===== src/rtl/fbus_dgram_engine.sv =====
module fbus_dgram_engine #(
  parameter int          DEPTH = 256,
  parameter logic [15:0] ETYPE = 16'h88A4
) (
  input  logic        clk,
  input  logic        rst_n,
  input  logic [15:0] station_addr,
  input  logic        main_port_open,
  input  logic        in_valid,
  input  logic [7:0]  in_data,
  input  logic        in_sof,
  input  logic        in_eof,
  output logic        out_valid,
  output logic [7:0]  out_data,
  output logic        out_sof,
  output logic        out_eof,
  output logic        out_abort
);
  localparam int PW   = $clog2(DEPTH);
  localparam int LENW = 11;

  typedef enum logic [2:0] {S_ETH, S_FHDR, S_DHDR, S_PAY, S_WKC, S_PASS, S_DROP} st_t;

  st_t            st, cst, nst;
  logic [LENW-1:0] cnt, ccnt, ncnt;
  logic [7:0]     cmd_q, len_lo_q, obyte;
  logic [15:0]    off_q, stn_q;
  logic [LENW-1:0] len_q, len_now;
  logic           et_hi_q, first_q, more_q, rd_q, wr_q, brw_q;
  logic [PW-1:0]  ptr_q;
  logic [7:0]     mem [DEPTH];
  logic [16:0]    end_addr;
  logic [1:0]     dec;
  logic           hdr7, destroy, mark, range_ok, cmd_ok, hit, in_pay, in_wkc0, in_wkc1;

  assign cst      = in_sof ? S_ETH : st;
  assign ccnt     = in_sof ? '0 : cnt;
  assign hdr7     = (cst == S_DHDR) && (ccnt == 11'd7);
  assign len_now  = {in_data[2:0], len_lo_q};
  assign destroy  = hdr7 && first_q && !main_port_open && in_data[5];
  assign mark     = hdr7 && first_q && !main_port_open && !in_data[5];
  assign end_addr = {1'b0, off_q} + {6'd0, len_now};
  assign range_ok = end_addr <= 17'(DEPTH);
  assign cmd_ok   = (cmd_q == 8'd1) || (cmd_q == 8'd2) || (cmd_q == 8'd3);
  assign hit      = main_port_open && (stn_q == station_addr) && cmd_ok && range_ok;
  assign in_pay   = (cst == S_PAY);
  assign in_wkc0  = (cst == S_WKC) && (ccnt == 11'd0);
  assign in_wkc1  = (cst == S_WKC) && (ccnt == 11'd1);
  assign dec      = {rd_q, wr_q};

  always_comb begin
    obyte = in_data;
    if (mark)                obyte = in_data | 8'h20;
    else if (in_pay && rd_q) obyte = mem[ptr_q];
    else if (in_wkc0)        obyte = in_data - {6'd0, dec};
    else if (in_wkc1)        obyte = in_data - {7'd0, brw_q};
  end

  always_comb begin
    nst  = cst;
    ncnt = ccnt + 11'd1;
    unique case (cst)
      S_ETH:  if (ccnt == 11'd13) begin
                ncnt = '0;
                nst  = (et_hi_q && in_data == ETYPE[7:0]) ? S_FHDR : S_PASS;
              end
      S_FHDR: if (ccnt == 11'd1) begin
                ncnt = '0;
                nst  = S_DHDR;
              end
      S_DHDR: if (destroy) begin
                ncnt = '0;
                nst  = S_DROP;
              end else if (ccnt == 11'd9) begin
                ncnt = '0;
                nst  = (len_q == '0) ? S_WKC : S_PAY;
              end
      S_PAY:  if (ccnt == len_q - 11'd1) begin
                ncnt = '0;
                nst  = S_WKC;
              end
      S_WKC:  if (ccnt == 11'd1) begin
                ncnt = '0;
                nst  = more_q ? S_DHDR : S_PASS;
              end
      default: ncnt = ccnt;
    endcase
    if (in_eof) begin
      nst  = S_ETH;
      ncnt = '0;
    end
  end

  always_ff @(posedge clk or negedge rst_n) begin
    if (!rst_n) begin
      st        <= S_ETH;
      cnt       <= '0;
      cmd_q     <= '0;
      len_lo_q  <= '0;
      off_q     <= '0;
      stn_q     <= '0;
      len_q     <= '0;
      et_hi_q   <= 1'b0;
      first_q   <= 1'b0;
      more_q    <= 1'b0;
      rd_q      <= 1'b0;
      wr_q      <= 1'b0;
      brw_q     <= 1'b0;
      ptr_q     <= '0;
      out_valid <= 1'b0;
      out_data  <= '0;
      out_sof   <= 1'b0;
      out_eof   <= 1'b0;
      out_abort <= 1'b0;
      for (int i = 0; i < DEPTH; i++) mem[i] <= 8'(i) ^ 8'hA5;
    end else begin
      out_valid <= in_valid && (cst != S_DROP);
      out_data  <= obyte;
      out_sof   <= in_valid && in_sof;
      out_eof   <= in_valid && in_eof && (cst != S_DROP);
      out_abort <= in_valid && destroy;
      if (in_valid) begin
        st  <= nst;
        cnt <= ncnt;
        if (cst == S_ETH && ccnt == 11'd12) et_hi_q <= (in_data == ETYPE[15:8]);
        if (cst == S_FHDR) first_q <= 1'b1;
        if (cst == S_DHDR) begin
          case (ccnt)
            11'd0: cmd_q           <= in_data;
            11'd2: off_q[7:0]      <= in_data;
            11'd3: off_q[15:8]     <= in_data;
            11'd4: stn_q[7:0]      <= in_data;
            11'd5: stn_q[15:8]     <= in_data;
            11'd6: len_lo_q        <= in_data;
            11'd7: begin
              len_q  <= len_now;
              more_q <= in_data[7];
              rd_q   <= hit && cmd_q[0];
              wr_q   <= hit && cmd_q[1];
              ptr_q  <= off_q[PW-1:0];
            end
            default: ;
          endcase
        end
        if (in_pay) begin
          ptr_q <= ptr_q + 1'b1;
          if (wr_q) mem[ptr_q] <= in_data;
        end
        if (in_wkc0) brw_q   <= (in_data < {6'd0, dec});
        if (in_wkc1) first_q <= 1'b0;
      end
    end
  end
endmodule


===== config.mk =====
export PLATFORM = sky130hd
export DESIGN_NAME = fbus_dgram_engine
export DESIGN_NICKNAME = d
export VERILOG_FILES = /design/src/rtl/fbus_dgram_engine.sv
export SDC_FILE = /design/constraint.sdc
export NUM_CORES = 2
export LEC_CHECK = 0
export BUFFER_PORTS_ARGS = -buffer_cell sky130_fd_sc_hd__buf_4
export CAP_MARGIN = 20
export CORE_MARGIN = 4
export CORE_UTILIZATION = 55
export CTS_CLUSTER_DIAMETER = 60
export DETAILED_ROUTE_END_ITERATION = 8
export GPL_ROUTABILITY_DRIVEN = 0
export PLACE_DENSITY_LB_ADDON = 0.3
export REMOVE_ABC_BUFFERS = 1
export SYNTH_ARGS = -nofsm -noshare
export SYNTH_HDL_FRONTEND = slang
export SYNTH_SLANG_ARGS = --single-unit

===== constraint.sdc =====
create_clock -name clk -period 8.8 [get_ports clk]
set_input_delay 1.32 -clock clk [delete_from_list [all_inputs] [get_ports clk]]
set_output_delay 1.32 -clock clk [all_outputs]
set_load 0.01 [all_outputs]

==> results.toml <==
[floorplan]
initial_utilization_pct = 55.5
coreArea_um2 = 182000
num_io_pins = 42
rows = 156
die_height_um = 436
die_w_um = 436
design.die.area_um2 = 190000

[clocking]
clockBufferDepth = 3
cts-root-buf = "clkbuf_16"
ctsHoldBuffers = 0
cts_buffers = 217
cts_max_level = 4
cts_sinks = 2147
post-cts-setup-buffers = 0
clkTransAtPathRegs_ns = 0.07
cts_tree = "done"
ctsResizeCount = 0
insertion_delay_ns = 0.88

[worst_setup_path]
path_class = "reg2reg"
worst_setup_path_end_kind = "flip-flop"
timing.rr.end = "out_data[2]"
cp.arrival_ns = 5.62
rr_worst_depth = 10
critPathCapture = "out_data[2]"
cp-startpoint = "ptr_q[2]"
worst-path-buf-inv = 2
cp.depth = 10
r2r_slack_ns = 3.84
cp_max_fo = 35
max_stage_delay_ns = 0.80
start_kind = "flip-flop"
worstReg2RegStart = "ptr_q[2]"
crit_family = "compound AO/OA/AOI/OAI gates"
cp.required_ns = 9.47
crit_path_cell_trace = "buf_4 -> buf_4 -> nand2_1 -> o21ai_0 -> a21oi_1 -> a221oi_1 -> o211ai_1 -> o21ai_0 -> o211ai_1 -> nor3b_1"
cp_slowest_cell = "nor3b_1"

[cells_and_area]
nFillCells = 13400
drive_gt1_share_pct = 65.6
final_util_pct = 60.9
multiInputGateArea_um2 = 43600
seq_area_um2 = 55000
syn2layout_area_growth_pct = 9.68
nNetsFinal = 6514
finalInstanceArea_um2 = 110000

[timing]
drv_slew = 0
finalHoldViolCount = 0
worst_pin_slew_ns = 1.21
fin_worst_skew_ns = 0.0323
max_slew_margin_pct = 19.0
finalCritPeriodShare_pct = 56.3
setup_viol = 0
fmax_mhz = 202
min_period_ns = 4.96
rsz0062_at_grt = "false"
fin_tns_setup_ns = 0

[placement]
port_buffers = 41
dpl-instance-area_um2 = 103000
post-dp-hpwl_um = 170000

[detailed_routing]
antenna_left = 0
drt-initial-drc-count = 5078
dr.pass1.iters = 7
routedWlPerCell_um = 30.5
vias_per_cell = 6.59
drc_errors = 0
wl_um = 275000
vias = 59500

[hold_path]
min-delay-path-class = "in2async"

[yosys]
synth_edf_count = 0
syn_area_um2 = 101000
synth-async-reset-ratio_pct = 100
netlist_instances = 6555
synth.distinct_cells = 86
ys_seq_elements = 2147
yosys_warnings = 0
ys_seq_area_share_pct = 54.6
avgSynthCellArea_um2 = 15.4
synth-main-ff-cell = "dfrtp_1"

[power]
power.leakage_nw = 47.1
powerDensity_nw_per_um2 = 191
power.total_mw = 21.1
ir_worst_vdd_v = 0.000235

[global_routing]
overflow = 0
grt_max_degree = 202
grt_pass1_vias = 62000
antenna_found_initial = 14
grt_usage_pct = 28.9
grt_pass1_wl_um = 414000

[outcome]
outcome = "finished clean"

[flow_run]
drv_cap = 0
[kinds of logic after synthesis]
family | after synthesis | share of synthesized area, %
buf+inv | 504 | 2.20
simple gates | 640 | 3.29
flops | 2147 | 54.6
fa+ha+maj | 26 | 0.338
mux | 2724 | 36.0
compound gates | 474 | 3.22
xor+xnor | 40 | 0.348
[area by class of cell]
| type | count | area share, % |
|---|---|---|
| Antenna cell | 5 | 0.0113 |
| Tap cell | 2370 | 2.68 |
| Sequential cell | 2147 | 49.8 |
| Timing Repair Buffer | 168 | 1.46 |
| Inverter | 20 | 0.0725 |
| Multi-Input combinational cell | 3904 | 39.5 |
| Clock inverter | 65 | 0.724 |
| Clock buffer | 347 | 5.78 |
[worst register-to-register path, delay by kind of cell, from the launching register on]
kind	cells	cell delay [ns]
simple gates	2	1.65
compound gates	6	1.66
buf+inv	2	0.76
flops	1	0.69
[metrics by stage]
| step | worst slack, ns | hold WS, ns | cells |
|---|---|---|---|
| final | 3.84 | 0.486 | 9026 |
| after floorplan | -14.30 | 0.473 | 6071 |
| after CTS | 3.91 | 0.490 | 9020 |
| after global placement | 3.18 | 0.483 | 8607 |
| after detailed placement | 3.09 | 0.490 | 8608 |
| after global routing | 3.73 | 0.511 | 9022 |
[cell usage in the layout (no fill, tap or decap), types with 21 or more instances in the layout]
cell type | Yosys | layout
a21oi_1 | 102 | 102
a221oi_1 | 34 | 34
a22o_1 | 27 | 27
a22oi_1 | 101 | 101
a31oi_1 | 29 | 29
buf_4 | 36 | 137
clkbuf_1 | 346 | 85
clkbuf_16 | 0 | 219
clkbuf_8 | 4 | 45
clkinv_2 | 0 | 35
dfrtp_1 | 1123 | 1118
dfstp_2 | 1024 | 1024
ha_1 | 24 | 24
mux2_2 | 2122 | 2122
mux2i_1 | 95 | 95
mux4_2 | 507 | 507
nand2_1 | 114 | 103
nand3_1 | 47 | 45
nor2_1 | 172 | 167
nor2_2 | 152 | 155
nor3_1 | 29 | 29
o21ai_0 | 69 | 69
xnor2_1 | 21 | 21
[cell usage after synthesis (all sizes together) (7+ instances only)]
cell type,count,share of area (%)
nand3,47,0.23
or4,7,0.066
dfrtp,1123,28
ha,24,0.30
o211ai,8,0.060
buf,132,0.76
o31ai,8,0.060
xnor2,21,0.18
a31oi,29,0.18
a22o,27,0.23
mux2i,95,0.94
mux2,2122,24
dfstp,1024,27
clkbuf,350,1.3
nand2,115,0.43
nor2b,25,0.16
a21o,8,0.060
a22oi,101,0.75
a21oi,103,0.52
a2111oi,10,0.093
a211oi,21,0.17
nor2,324,1.6
inv,18,0.067
xor2,19,0.17
and3,15,0.094
and2,11,0.070
nand4,12,0.075
nand2b,9,0.056
o21ai,74,0.37
mux4,507,11
nor4,11,0.083
a221oi,34,0.30
o22ai,17,0.11
nor3,34,0.20
[sequential cells by signal (all words and copies together) (netlist names)]
register and count:
cmd_q 8, cnt 11, brw_q 1, wr_q 1, len_lo_q 8, et_hi_q 1
out_eof 1, out_data 8, out_abort 1, out_valid 1, st 3, mem 2048
first_q 1, len_q 11, stn_q 16, out_sof 1, more_q 1, off_q 16
ptr_q 8, rd_q 1
[power breakdown]
part	switching (mW)	total [mW]	internal [mW]
sequential	0.104	10.0	9.93
combinational	1.43	1.84	0.416
clock	3.93	9.27	5.34
total	5.46	21.1	15.7
[worst min-delay path by stage]
stage	slack, ns	cells after the start	to
floorplan	0.47	1	mem[109]
global placement	0.48	1	mem[109]
detailed placement	0.49	1	mem[1741]
CTS	0.49	1	mem[1546]
global route	0.51	1	mem[1731]
finish	0.49	1	mem[1546]
[per-layer routing]
layer | share of wire (%) | routed length, um | GRT usage (%)
met1 | 42 | 116000 | 40.9
met2 | 46 | 126000 | 43.8
met3 | 7.4 | 20400 | 6.04
met4 | 4.6 | 12800 | 12.1
met5 | 0.0047 | 13 | 0
(Power assumes the default switching activity.)
